===== src/rtl/ptmr_pkg.sv =====
package ptmr_pkg;

    localparam int unsigned CNT_W = 16;

    typedef enum logic [1:0] {
        MODE_STOP = 2'b00,
        MODE_UP   = 2'b01,
        MODE_CONT = 2'b10,
        MODE_HALT = 2'b11
    } ptmr_mode_e;

    localparam int unsigned FLAG_MATCH = 0;
    localparam int unsigned FLAG_WRAP  = 1;
    localparam int unsigned NUM_FLAGS  = 2;

endpackage


===== src/rtl/ptmr_period_reg.sv =====
module ptmr_period_reg #(
    parameter int unsigned W = 16
) (
    input  logic         clk,
    input  logic         rst_n,
    input  logic         load,
    input  logic [W-1:0] din,
    output logic [W-1:0] dout
);
    typedef struct packed {
        logic [W-1:0] per;
    } per_state_t;

    per_state_t st_d, st_q;

    always_comb begin
        st_d = st_q;
        if (load) begin
            st_d.per = din;
        end
    end

    always_ff @(posedge clk) begin
        if (!rst_n) begin
            st_q <= '0;
        end else begin
            st_q <= st_d;
        end
    end

    assign dout = st_q.per;
endmodule


===== src/rtl/ptmr_count_core.sv =====
module ptmr_count_core
    import ptmr_pkg::*;
#(
    parameter int unsigned W = 16
) (
    input  logic         clk,
    input  logic         rst_n,
    input  logic         tick,
    input  logic [1:0]   mode,
    input  logic [W-1:0] period,
    output logic [W-1:0] count,
    output logic         match_ev,
    output logic         wrap_ev
);
    localparam logic [W-1:0] CNT_MAX = '1;

    typedef struct packed {
        logic [W-1:0] cnt;
    } cnt_state_t;

    cnt_state_t st_d, st_q;
    ptmr_mode_e mode_e;
    logic       running;

    assign mode_e = ptmr_mode_e'(mode);

    always_comb begin
        st_d    = st_q;
        wrap_ev = 1'b0;
        running = 1'b0;
        if (tick) begin
            unique case (mode_e)
                MODE_UP: begin
                    running = 1'b1;
                    // at or beyond the period (incl. after a lowered period
                    // or mode entry above it) return to zero
                    if (st_q.cnt >= period) begin
                        st_d.cnt = '0;
                        wrap_ev  = 1'b1;
                    end else begin
                        st_d.cnt = st_q.cnt + 1'b1;
                    end
                end
                MODE_CONT: begin
                    running  = 1'b1;
                    st_d.cnt = st_q.cnt + 1'b1;
                    wrap_ev  = (st_q.cnt == CNT_MAX);
                end
                default: begin
                    running = 1'b0;
                end
            endcase
        end
        match_ev = running && (st_d.cnt == period);
    end

    always_ff @(posedge clk) begin
        if (!rst_n) begin
            st_q <= '0;
        end else begin
            st_q <= st_d;
        end
    end

    assign count = st_q.cnt;
endmodule


===== src/rtl/ptmr_sticky_flags.sv =====
module ptmr_sticky_flags #(
    parameter int unsigned N = 2
) (
    input  logic         clk,
    input  logic         rst_n,
    input  logic [N-1:0] set_ev,
    input  logic [N-1:0] clr,
    output logic [N-1:0] flags
);
    logic [N-1:0] flag_d, flag_q;

    for (genvar i = 0; i < N; i++) begin : g_flag
        always_comb begin
            // a set event outranks a clear in the same cycle
            if (set_ev[i]) begin
                flag_d[i] = 1'b1;
            end else if (clr[i]) begin
                flag_d[i] = 1'b0;
            end else begin
                flag_d[i] = flag_q[i];
            end
        end
    end

    always_ff @(posedge clk) begin
        if (!rst_n) begin
            flag_q <= '0;
        end else begin
            flag_q <= flag_d;
        end
    end

    assign flags = flag_q;
endmodule


===== src/rtl/period_timer.sv =====
module period_timer
    import ptmr_pkg::*;
(
    input  logic              clk,
    input  logic              rst_n,
    input  logic              tick,
    input  logic [1:0]        mode,
    input  logic [CNT_W-1:0]  period_in,
    input  logic              period_load,
    input  logic              match_clr,
    input  logic              wrap_clr,
    output logic [CNT_W-1:0]  count,
    output logic [CNT_W-1:0]  period,
    output logic              match_flag,
    output logic              wrap_flag
);
    logic [CNT_W-1:0]     per_w;
    logic                 match_ev, wrap_ev;
    logic [NUM_FLAGS-1:0] set_w, clr_w, flags_w;

    ptmr_period_reg #(.W(CNT_W)) u_per (
        .clk   (clk),
        .rst_n (rst_n),
        .load  (period_load),
        .din   (period_in),
        .dout  (per_w)
    );

    ptmr_count_core #(.W(CNT_W)) u_core (
        .clk      (clk),
        .rst_n    (rst_n),
        .tick     (tick),
        .mode     (mode),
        .period   (per_w),
        .count    (count),
        .match_ev (match_ev),
        .wrap_ev  (wrap_ev)
    );

    always_comb begin
        set_w              = '0;
        clr_w              = '0;
        set_w[FLAG_MATCH]  = match_ev;
        set_w[FLAG_WRAP]   = wrap_ev;
        clr_w[FLAG_MATCH]  = match_clr;
        clr_w[FLAG_WRAP]   = wrap_clr;
    end

    ptmr_sticky_flags #(.N(NUM_FLAGS)) u_flags (
        .clk    (clk),
        .rst_n  (rst_n),
        .set_ev (set_w),
        .clr    (clr_w),
        .flags  (flags_w)
    );

    assign period     = per_w;
    assign match_flag = flags_w[FLAG_MATCH];
    assign wrap_flag  = flags_w[FLAG_WRAP];
endmodule


===== config.mk =====
export PLATFORM = sky130hd
export DESIGN_NAME = period_timer
export DESIGN_NICKNAME = d
export VERILOG_FILES = /design/src/rtl/ptmr_pkg.sv /design/src/rtl/ptmr_period_reg.sv /design/src/rtl/ptmr_count_core.sv /design/src/rtl/ptmr_sticky_flags.sv /design/src/rtl/period_timer.sv
export SDC_FILE = /design/constraint.sdc
export NUM_CORES = 1
export LEC_CHECK = 0
export CORE_UTILIZATION = 55
export DETAILED_ROUTE_END_ITERATION = 7
export DONT_BUFFER_PORTS = 1
export GPL_ROUTABILITY_DRIVEN = 0
export HOLD_SLACK_MARGIN = 0.02
export PLACE_DENSITY_LB_ADDON = 0.25
export SLEW_MARGIN = 20
export SYNTH_ARGS = -nofsm -noshare
export SYNTH_HDL_FRONTEND = slang
export SYNTH_SLANG_ARGS = --single-unit

===== constraint.sdc =====
create_clock -name clk -period 7.6 [get_ports clk]
set_input_delay 0.38 -clock clk [delete_from_list [all_inputs] [get_ports clk]]
set_output_delay 0.38 -clock clk [all_outputs]
set_load 0.01 [all_outputs]

==> results.md, run 1 <==
- Routed vias/inst: 6.17
- Element type at the critical path start: register
- CTS Buf Count: 5
- Yosys warning total: 0
- GRT Residual Overflow: 0
- Detailed-route via count: 1852
- Post-CTS setup buffers: 0
- Post-route cell area: 2300 um2
- Cells after synthesis: 250
- Commonest cells post-synth: 34 x dfxtp_1, 21 x nor2_1, 19 x ha_1, 19 x inv_1, 17 x nor2b_1
- Critical Path Slowest Stage Cell: dfxtp_1
- Final Core Density: 62.0%
- CTS tree: built
- Mapped Nets: 293
- TritonCTS Sinks: 34
- Power per cell area: 172 nW/um2
- Detailed placement HPWL: 3890 um
- Slew HR: 58.9%
- Die H: 64.7 um
- Syn avg cell area: 8.64 um2
- Core Region: 3720 um2
- Vias in the first global route: 1761
- Initial Utilization: 58.1%
- Layout cells sized above 1: 6.35%
- Initial DRT Pass Iterations: 4
- Gr usage total: 27.0%
- Unrepaired setup endpoints after global routing: no
- Asr flop ratio synth: 0%
- CTS max path bufs: 2
- TNS Setup: 0 ns
- DRT antenna net count: 0
- Least-Margin Pin Slew: 0.611 ns
- H-tree depth: 2
- # port buffers: 0
- Period utilization: 42.0%
- Worst endpoint required time: 7.83 ns
- Placed Area: 2190 um2
- Worst hold slack: 0.210 ns
- R2r setup slk: 4.41 ns
- Post-synth EDFFs: 0
- Antenna Cells: 0
- Total Power: 396 uW
- Synthesized area: 2160 um2
- DRT iter0 DRCs: 132
- CP arrival: 3.42 ns
- Post-CTS Hold Buffers: 0
- First-pass GRT wire length: 8610 um
- Die area: 4180 um2
- Sequential cell area fraction in the yosys report: 31.5%
- MaxCap Viol Count: 0
- Crit Path Max Fanout: 7
- CP Cell Sequence: inv_1 -> ha_1 -> and2_1 -> a221o_1 -> a211oi_1 -> a31oi_2 -> nand2_1 -> mux2_2 -> or4_1 -> o21ai_1
- Critical Path End Type: register
- Share of Yosys cell area claimed by the top area cell type: 31.5%
- Setup violations, final: 0
- Lkg Pwr: 0.910 nW
- Area Overhead vs Synth: 6.66%
- Highest Clock Rate: 313 MHz
- Die Wd: 64.7 um
- Clk_lat worst skew: 0.29 ns
- Final Hold Viols: 0
- Row count: 22
- WL/cell: 17.4 um
- Worst Hold Class: input port to register
- Max VDD drop: 0.124 mV
- Largest area contributor in the netlist: dfxtp_1
- Largest cells by area after synthesis: dfxtp_1 31%, ha_1 11%, mux2i_1 7.4%, nor2b_1 4.9%, xor2_1 4.1%
- IO Count: 58
- Root buf cell: clkbuf_8
- Critical Path Max Stage Delay: 0.52 ns
- Kind of critical path: register to register
- Initial antenna violation count: 0
- Setup Skew: 0.00813 ns
- Ys flop type: dfxtp_1
- FILL cells: 349
- Largest net degree at the start of global routing: 24
- Crit path time final: 3.19 ns
- Number of library cell types mapped by synthesis: 48
- DRT Wirelength: 5210 um
- Max-slew violations: 0
- # resized after CTS: 0
- Clock slew at reported path FFs: 0.08 ns
- Net count, final: 294
- DRC: 0
- Status: completed
- #FFs+latches synth: 34
- Most common cell in the netlist: dfxtp_1
## sequential cells by signal, indices dropped and copies added, names as in the netlist
name	count
u_flags.flags	2
u_core.count	16
u_per.dout	16
## stage by stage
stage | cells | worst slack [ns]
floorplan | 250 | 4.79
global placement | 292 | 4.51
detailed placement | 292 | 4.50
CTS | 300 | 4.46
global route | 300 | 4.30
finish | 300 | 4.41
## logic make-up (layout without fill, tap and decap cells)
group           count (synthesis)  count (layout)  share of synthesized area, %
compound gates                 38              38                          12.6
xor+xnor                       17              17                          6.89
fa+ha+maj                      19              19                          11.0
buf+inv                        25              27                          4.52
flops                          34              34                          31.5
mux                            17              17                          7.93
simple gates                  100             100                          25.5
## worst paths after layout
check	depth (start not counted)	startpoint	end
max reg2reg	10	u_per.dout[11]$_SDFFE_PN0P_	u_flags.flags[0]$_SDFFE_PN0P_
min	1	rst_n	u_core.count[1]$_SDFF_PN0_
min reg2reg	2	u_flags.flags[1]$_SDFFE_PN0P_	u_flags.flags[1]$_SDFFE_PN0P_
max	10	u_per.dout[11]$_SDFFE_PN0P_	u_flags.flags[0]$_SDFFE_PN0P_
## layer usage
layer  part of all wire (%)  routed length, um  global-route usage, %
met4                    1.4                 71                   9.17
met1                     47               2460                   35.8
met3                    7.2                376                   7.92
met2                     44               2310                   41.3
met5                      0                  0                      0
## power by group
group          internal [mW]  total, mW  switching [mW]
Clock                 0.0915      0.159          0.0673
Combinational         0.0201     0.0404          0.0202
Sequential             0.184      0.197          0.0130
Total                  0.295      0.396           0.101
## worst max-delay path, delay by kind of cell, from the launching register on
kind | cells | cell delay (ns)
simple gates | 3 | 0.83
buf+inv | 1 | 0.10
flops | 1 | 0.52
mux | 1 | 0.35
compound gates | 4 | 1.04
fa+ha+maj | 1 | 0.30
## cell type report
| cell class | count | area (um2) | area share [%] |
|---|---|---|---|
| clock buffer | 8 | 110 | 4.78 |
| inverter | 19 | 71.3 | 3.09 |
| multi-input combinational | 191 | 1380 | 60.0 |
| sequential | 34 | 681 | 29.5 |
| tap | 48 | 60.1 | 2.61 |
## layout by cell type, fill, tap and decap left out, types with 6 or more instances in the layout
cell type and count:
nor2b_1 17, dfxtp_1 34, xnor2_1 7, ha_1 19, clkbuf_8 8, nand3_1 7, nand2_1 14, mux2i_1 16
a21oi_1 8, xor2_1 10, inv_1 19, nor4_1 6, nand4_1 7, nor2_1 21
Power figures use the tool's default switching activity.
==> run 2, diff against run 1 <==
==> constraint.sdc (replaced) <==
create_clock -name clk -period 3.34 [get_ports clk]
set_input_delay 0.167 -clock clk [delete_from_list [all_inputs] [get_ports clk]]
set_output_delay 0.167 -clock clk [all_outputs]
set_load 0.01 [all_outputs]
==> results.md, run 2 (same netlist as run 1, synthesis figures left out) <==
- Row count: 22 (unchanged)
- R2r setup slk: 0.32 ns (was 4.41 ns)
- TNS Setup: 0 ns (unchanged)
- # resized after CTS: 0 (unchanged)
- Crit path time final: 3.02 ns (was 3.19 ns)
- Area Overhead vs Synth: 9.26% (was 6.66%)
- Internal power: 618 uW (was 295 uW)
- DRC: 0 (unchanged)
- Kind of critical path: register to register (unchanged)
- Reg2Reg Depth: 10 (unchanged)
- Critical Path End Type: register (unchanged)
- Commonest cells after routing, fill and taps aside: 34 x dfxtp_1, 21 x nor2_1, 19 x inv_1, 19 x ha_1, 17 x nor2b_1 (unchanged)
- Post-CTS setup buffers: 0 (unchanged)
- Total Power: 850 uW (was 396 uW)
- Worst endpoint required time: 3.56 ns (was 7.83 ns)
- Final Core Density: 63.5% (was 62.0%)
- Status: completed (unchanged)
- Sw power: 232 uW (was 101 uW)
- Initial DRT Pass Iterations: 4 (unchanged)
- # port buffers: 0 (unchanged)
- Die H: 64.7 um (unchanged)
- DRT iter0 DRCs: 181 (was 132)
- Unrepaired setup endpoints after global routing: no (unchanged)
- Max-slew violations: 0 (unchanged)
- MaxCap Viol Count: 0 (unchanged)
- Clk_lat worst skew: 0.29 ns (about the same)
- Highest Clock Rate: 332 MHz (was 313 MHz)
- Worst Hold Class: input port to register (unchanged)
- TritonCTS Sinks: 34 (unchanged)
- Gr usage total: 27.4% (was 27.0%)
- Die area: 4180 um2 (unchanged)
- CP Cell Sequence: inv_1 -> ha_1 -> a21o_1 -> a221o_1 -> a211oi_1 -> a31oi_2 -> nand2_1 -> mux2_2 -> or4_1 -> o21ai_1 (was inv_1 -> ha_1 -> and2_1 -> a221o_1 -> a211oi_1 -> a31oi_2 -> nand2_1 -> mux2_2 -> or4_1 -> o21ai_1)
- Post-route cell area: 2360 um2 (was 2300 um2)
- Initial Utilization: 58.1% (unchanged)
- Critical Path Slowest Stage Cell: dfxtp_1 (unchanged)
- Placed Area: 2250 um2 (was 2190 um2)
- Vias in the first global route: 1810 (was 1761)
- Setup Skew: 0.00922 ns (was 0.00813 ns)
- GRT Residual Overflow: 0 (unchanged)
- Detailed-route via count: 1919 (was 1852)
- Max VDD drop: 0.258 mV (was 0.124 mV)
- Delay-heaviest family, CP: compound AO/OA/AOI/OAI gates (unchanged)
- Pre-CTS setup slack: 0.390 ns (was 4.50 ns)
- Placed cells: 300 (was 292)
- IO Count: 58 (unchanged)
- Setup violations, final: 0 (unchanged)
- Antenna Cells: 0 (unchanged)
- WL/cell: 17.5 um (was 17.4 um)
- DRT Wirelength: 5440 um (was 5210 um)
- First-pass GRT wire length: 8660 um (was 8610 um)
- Switch share: 27.3% (was 25.4%)
- Least-Margin Pin Slew: 0.510 ns (was 0.611 ns)
- Net count, final: 304 (was 294)
- Die Wd: 64.7 um (unchanged)
- Hold Crit Depth: 1 (unchanged)
- H-tree depth: 2 (unchanged)
- Most common cell after layout, fill and taps aside: dfxtp_1 (unchanged)
- Critical path depth in cells: 10 (unchanged)
- CTS Buf Count: 5 (unchanged)
- Power per cell area: 360 nW/um2 (was 172 nW/um2)
- Worst hold slack: 0.0237 ns (was 0.210 ns)
- DRT antenna net count: 0 (unchanged)
- Final Hold Viols: 0 (unchanged)
- Critical Path Max Stage Delay: 0.43 ns (was 0.52 ns)
- Slew HR: 65.9% (was 58.9%)
- Element type at the critical path start: register (unchanged)
- CP arrival: 3.24 ns (was 3.42 ns)
- Clock network power share: 35.0% (was 40.1%)
- Post-CTS Hold Buffers: 1 (was 0)
- Cell Count, Final, Fillers Out: 310 (was 300)
- Bufs and invs on worst path: 1 (unchanged)
- Layout cells sized above 1: 8.78% (was 6.35%)
- Sequential share of power: 51.9% (was 49.7%)
- Logic gate share of total power: 13.1% (was 10.2%)
- Period utilization: 90.3% (was 42.0%)
- Detailed placement HPWL: 4070 um (was 3890 um)
- Root buf cell: clkbuf_8 (unchanged)
- Largest net degree at the start of global routing: 17 (was 24)
- Initial antenna violation count: 0 (unchanged)
- Routed vias/inst: 6.19 (was 6.17)
- Clock slew at reported path FFs: 0.07 ns (was 0.08 ns)
- Core Region: 3720 um2 (unchanged)
- CTS max path bufs: 2 (unchanged)
- Lkg Pwr: 0.946 nW (was 0.910 nW)
- Final WS setup: 0.325 ns (was 4.41 ns)
- Crit Path Max Fanout: 5 (was 7)
- CTS tree: built (unchanged)
[run 2: power groups by stage]
stage | logic (mW) | registers (mW) | clock network (mW)
after floorplan | 0.0830 | 0.448 | 0
after CTS | 0.109 | 0.441 | 0.304
final | 0.111 | 0.441 | 0.298
after detailed placement | 0.104 | 0.450 | 0
after global routing | 0.123 | 0.443 | 0.323
after global placement | 0.102 | 0.450 | 0
[run 2: area by class of cell]
class	instances	area (um2)
multi-input cells	191	1380
fillers	343	1360
flip-flops and latches	34	681
repair buffers	10	80.1
clock buffers	6	72.6
inverters	19	71.3
well taps	48	60.1
clock inverters	2	13.8
[run 2: worst register-to-register path, stage by stage, from the launching register on]
cell	delay [ns]
dfxtp_1	0.43
inv_1	0.13
ha_1	0.31
a21o_1	0.17
a221o_1	0.33
a211oi_1	0.39
a31oi_2	0.19
nand2_1	0.13
mux2_2	0.33
or4_1	0.40
o21ai_1	0.13
[run 2: routing by layer]
layer	vias up	routed length, um	track usage (%)
met1	898	2430	37.3
met3	16	468	5.46
li1	922	-	-
met5	-	0	0
met4	0	129	11.7
met2	83	2410	41.8
[run 2: worst paths after layout]
kind / from / end
setup / recovery: u_per.dout[9]$_SDFFE_PN0P_ / u_flags.flags[0]$_SDFFE_PN0P_
hold / removal: rst_n / u_core.count[6]$_SDFF_PN0_
setup reg to reg: u_per.dout[9]$_SDFFE_PN0P_ / u_flags.flags[0]$_SDFFE_PN0P_
hold reg to reg: u_flags.flags[1]$_SDFFE_PN0P_ / u_flags.flags[1]$_SDFFE_PN0P_
==> run 3, diff against run 2 <==
--- a/config.mk
+++ b/config.mk
@@ -6,11 +6,12 @@
 export NUM_CORES = 1
 export LEC_CHECK = 0
 export CORE_UTILIZATION = 55
+export CTS_BUF_LIST = sky130_fd_sc_hd__clkbuf_4
 export DETAILED_ROUTE_END_ITERATION = 7
 export DONT_BUFFER_PORTS = 1
 export GPL_ROUTABILITY_DRIVEN = 0
 export HOLD_SLACK_MARGIN = 0.02
-export PLACE_DENSITY_LB_ADDON = 0.25
+export PLACE_DENSITY = 0.78
 export SLEW_MARGIN = 20
 export SYNTH_ARGS = -nofsm -noshare
 export SYNTH_HDL_FRONTEND = slang
==> constraint.sdc (replaced) <==
create_clock -name clk -period 3.53 [get_ports clk]
set_input_delay 0.1765 -clock clk [delete_from_list [all_inputs] [get_ports clk]]
set_output_delay 0.1765 -clock clk [all_outputs]
set_load 0.01 [all_outputs]
==> results.md, run 3 (same netlist as run 1, synthesis figures left out) <==
- Status: completed (unchanged)
- Most common cell after layout, fill and taps aside: dfxtp_1 (unchanged)
- Final Hold Viols: 0 (unchanged)
- Initial DRT Pass Iterations: 4 (unchanged)
- Initial Utilization: 58.1% (unchanged)
- Area Overhead vs Synth: 14.2% (was 9.26%)
- Max VDD drop: 0.207 mV (was 0.258 mV)
- Routed vias/inst: 6.03 (was 6.19)
- Worst endpoint required time: 3.81 ns (was 3.56 ns)
- Initial antenna violation count: 0 (unchanged)
- Setup Skew: 0.00649 ns (was 0.00922 ns)
- MaxCap Viol Count: 0 (unchanged)
- DRT Wirelength: 5570 um (was 5440 um)
- CP Cell Sequence: inv_1 -> ha_1 -> a21o_1 -> a221o_1 -> a211oi_1 -> a31oi_2 -> nand2_1 -> mux2_2 -> or4_1 -> o21ai_1 (unchanged)
- Power per cell area: 307 nW/um2 (was 360 nW/um2)
- Kind of critical path: register to register (unchanged)
- Unrepaired setup endpoints after global routing: no (unchanged)
- IO Count: 58 (unchanged)
- Largest net degree at the start of global routing: 21 (was 17)
- Detailed placement HPWL: 3870 um (was 4070 um)
- Element type at the critical path start: register (unchanged)
- CTS max path bufs: 2 (unchanged)
- Antenna Cells: 0 (unchanged)
- Crit Path Max Fanout: 7 (was 5)
- Period utilization: 90.4% (was 90.3%)
- Net count, final: 317 (was 304)
- Gr usage total: 28.3% (was 27.4%)
- Die H: 64.7 um (unchanged)
- Layout cells sized above 1: 6.91% (was 8.78%)
- Delay-heaviest family, CP: compound AO/OA/AOI/OAI gates (unchanged)
- CTS tree: built (unchanged)
- CP arrival: 3.47 ns (was 3.24 ns)
- Die Wd: 64.7 um (unchanged)
- WL/cell: 17.2 um (was 17.5 um)
- Post-route cell area: 2470 um2 (was 2360 um2)
- Commonest cells after routing, fill and taps aside: 34 x dfxtp_1, 21 x nor2_1, 19 x inv_1, 19 x ha_1, 19 x dlygate4sd3_1 (was 34 x dfxtp_1, 21 x nor2_1, 19 x inv_1, 19 x ha_1, 17 x nor2b_1)
- TritonCTS Sinks: 34 (unchanged)
- Critical Path Max Stage Delay: 0.45 ns (was 0.43 ns)
- Vias in the first global route: 1895 (was 1810)
- GRT Residual Overflow: 0 (unchanged)
- Critical Path Slowest Stage Cell: dfxtp_1 (unchanged)
- Detailed-route via count: 1948 (was 1919)
- Die area: 4180 um2 (unchanged)
- Slew HR: 56.8% (was 65.9%)
- CTS Buf Count: 5 (unchanged)
- Placed Area: 2220 um2 (was 2250 um2)
- Max-slew violations: 0 (unchanged)
- Setup violations, final: 0 (unchanged)
- Root buf cell: clkbuf_4 (was clkbuf_8)
- TNS Setup: 0 ns (unchanged)
- H-tree depth: 2 (unchanged)
- Bufs and invs on worst path: 1 (unchanged)
- Least-Margin Pin Slew: 0.645 ns (was 0.510 ns)
- Lkg Pwr: 0.983 nW (was 0.946 nW)
- Highest Clock Rate: 313 MHz (was 332 MHz)
- First-pass GRT wire length: 9050 um (was 8660 um)
- Post-CTS setup buffers: 0 (unchanged)
- Row count: 22 (unchanged)
- Clk_lat worst skew: 0.33 ns (was 0.29 ns)
- Clock slew at reported path FFs: 0.11 ns (was 0.07 ns)
- Critical Path End Type: register (unchanged)
- DRT iter0 DRCs: 146 (was 181)
- DRC: 0 (unchanged)
- Crit path time final: 3.19 ns (was 3.02 ns)
- Worst Hold Class: input port to register (unchanged)
- DRT antenna net count: 0 (unchanged)
- Core Region: 3720 um2 (unchanged)
- # port buffers: 0 (unchanged)
-- run 3: report_power, final --
part / switching (mW) / internal (mW)
logic: 0.0541 / 0.0614
registers: 0.0252 / 0.395
clock network: 0.139 / 0.0826
-- run 3: per-layer routing --
metal / track usage [%] / vias up / part of all wire (%)
met3: 7.04 / 10 / 8.4
li1: - / 950 / -
met2: 45.0 / 85 / 45
met4: 9.72 / 0 / 1.7
met1: 37.1 / 903 / 45
met5: 0 / - / 0
-- run 3: worst paths after layout --
path | from | end | slack, ns | cells past startpoint
setup / recovery | u_per.dout[9]$_SDFFE_PN0P_ | u_flags.flags[0]$_SDFFE_PN0P_ | 0.34 | 10
hold / removal | wrap_clr | u_flags.flags[1]$_SDFFE_PN0P_ | 0.02 | 2
setup reg to reg | u_per.dout[9]$_SDFFE_PN0P_ | u_flags.flags[0]$_SDFFE_PN0P_ | 0.34 | 10
hold reg to reg | u_flags.flags[1]$_SDFFE_PN0P_ | u_flags.flags[1]$_SDFFE_PN0P_ | 0.53 | 2
-- run 3: area by class of cell --
cell class	count	area [um2]
timing repair buffer	23	220
inverter	19	71.3
multi-input combinational	191	1380
clock inverter	2	8.76
tap	48	60.1
sequential	34	681
clock buffer	6	45.0
fill	315	1250
-- run 3: timing repair --
action,CTS,global route
gates resized for setup,0,0
hold endpoints to repair,20,1
hold buffers,18,1
-- run 3: metrics by stage --
step / instances / total power, mW / util [%] / setup WS [ns] / hold slack, ns
after floorplan: 250 / 0.502 / - / 0.718 / 0.330
after global placement: 296 / 0.519 / 59.9 / 0.509 / 0.299
after detailed placement: 296 / 0.520 / 59.9 / 0.430 / 0.302
after CTS: 322 / 0.753 / 66.2 / 0.411 / 0.0211
after global routing: 323 / 0.787 / 66.4 / 0.157 / 0.0207
final: 323 / 0.758 / 66.4 / 0.338 / 0.0198
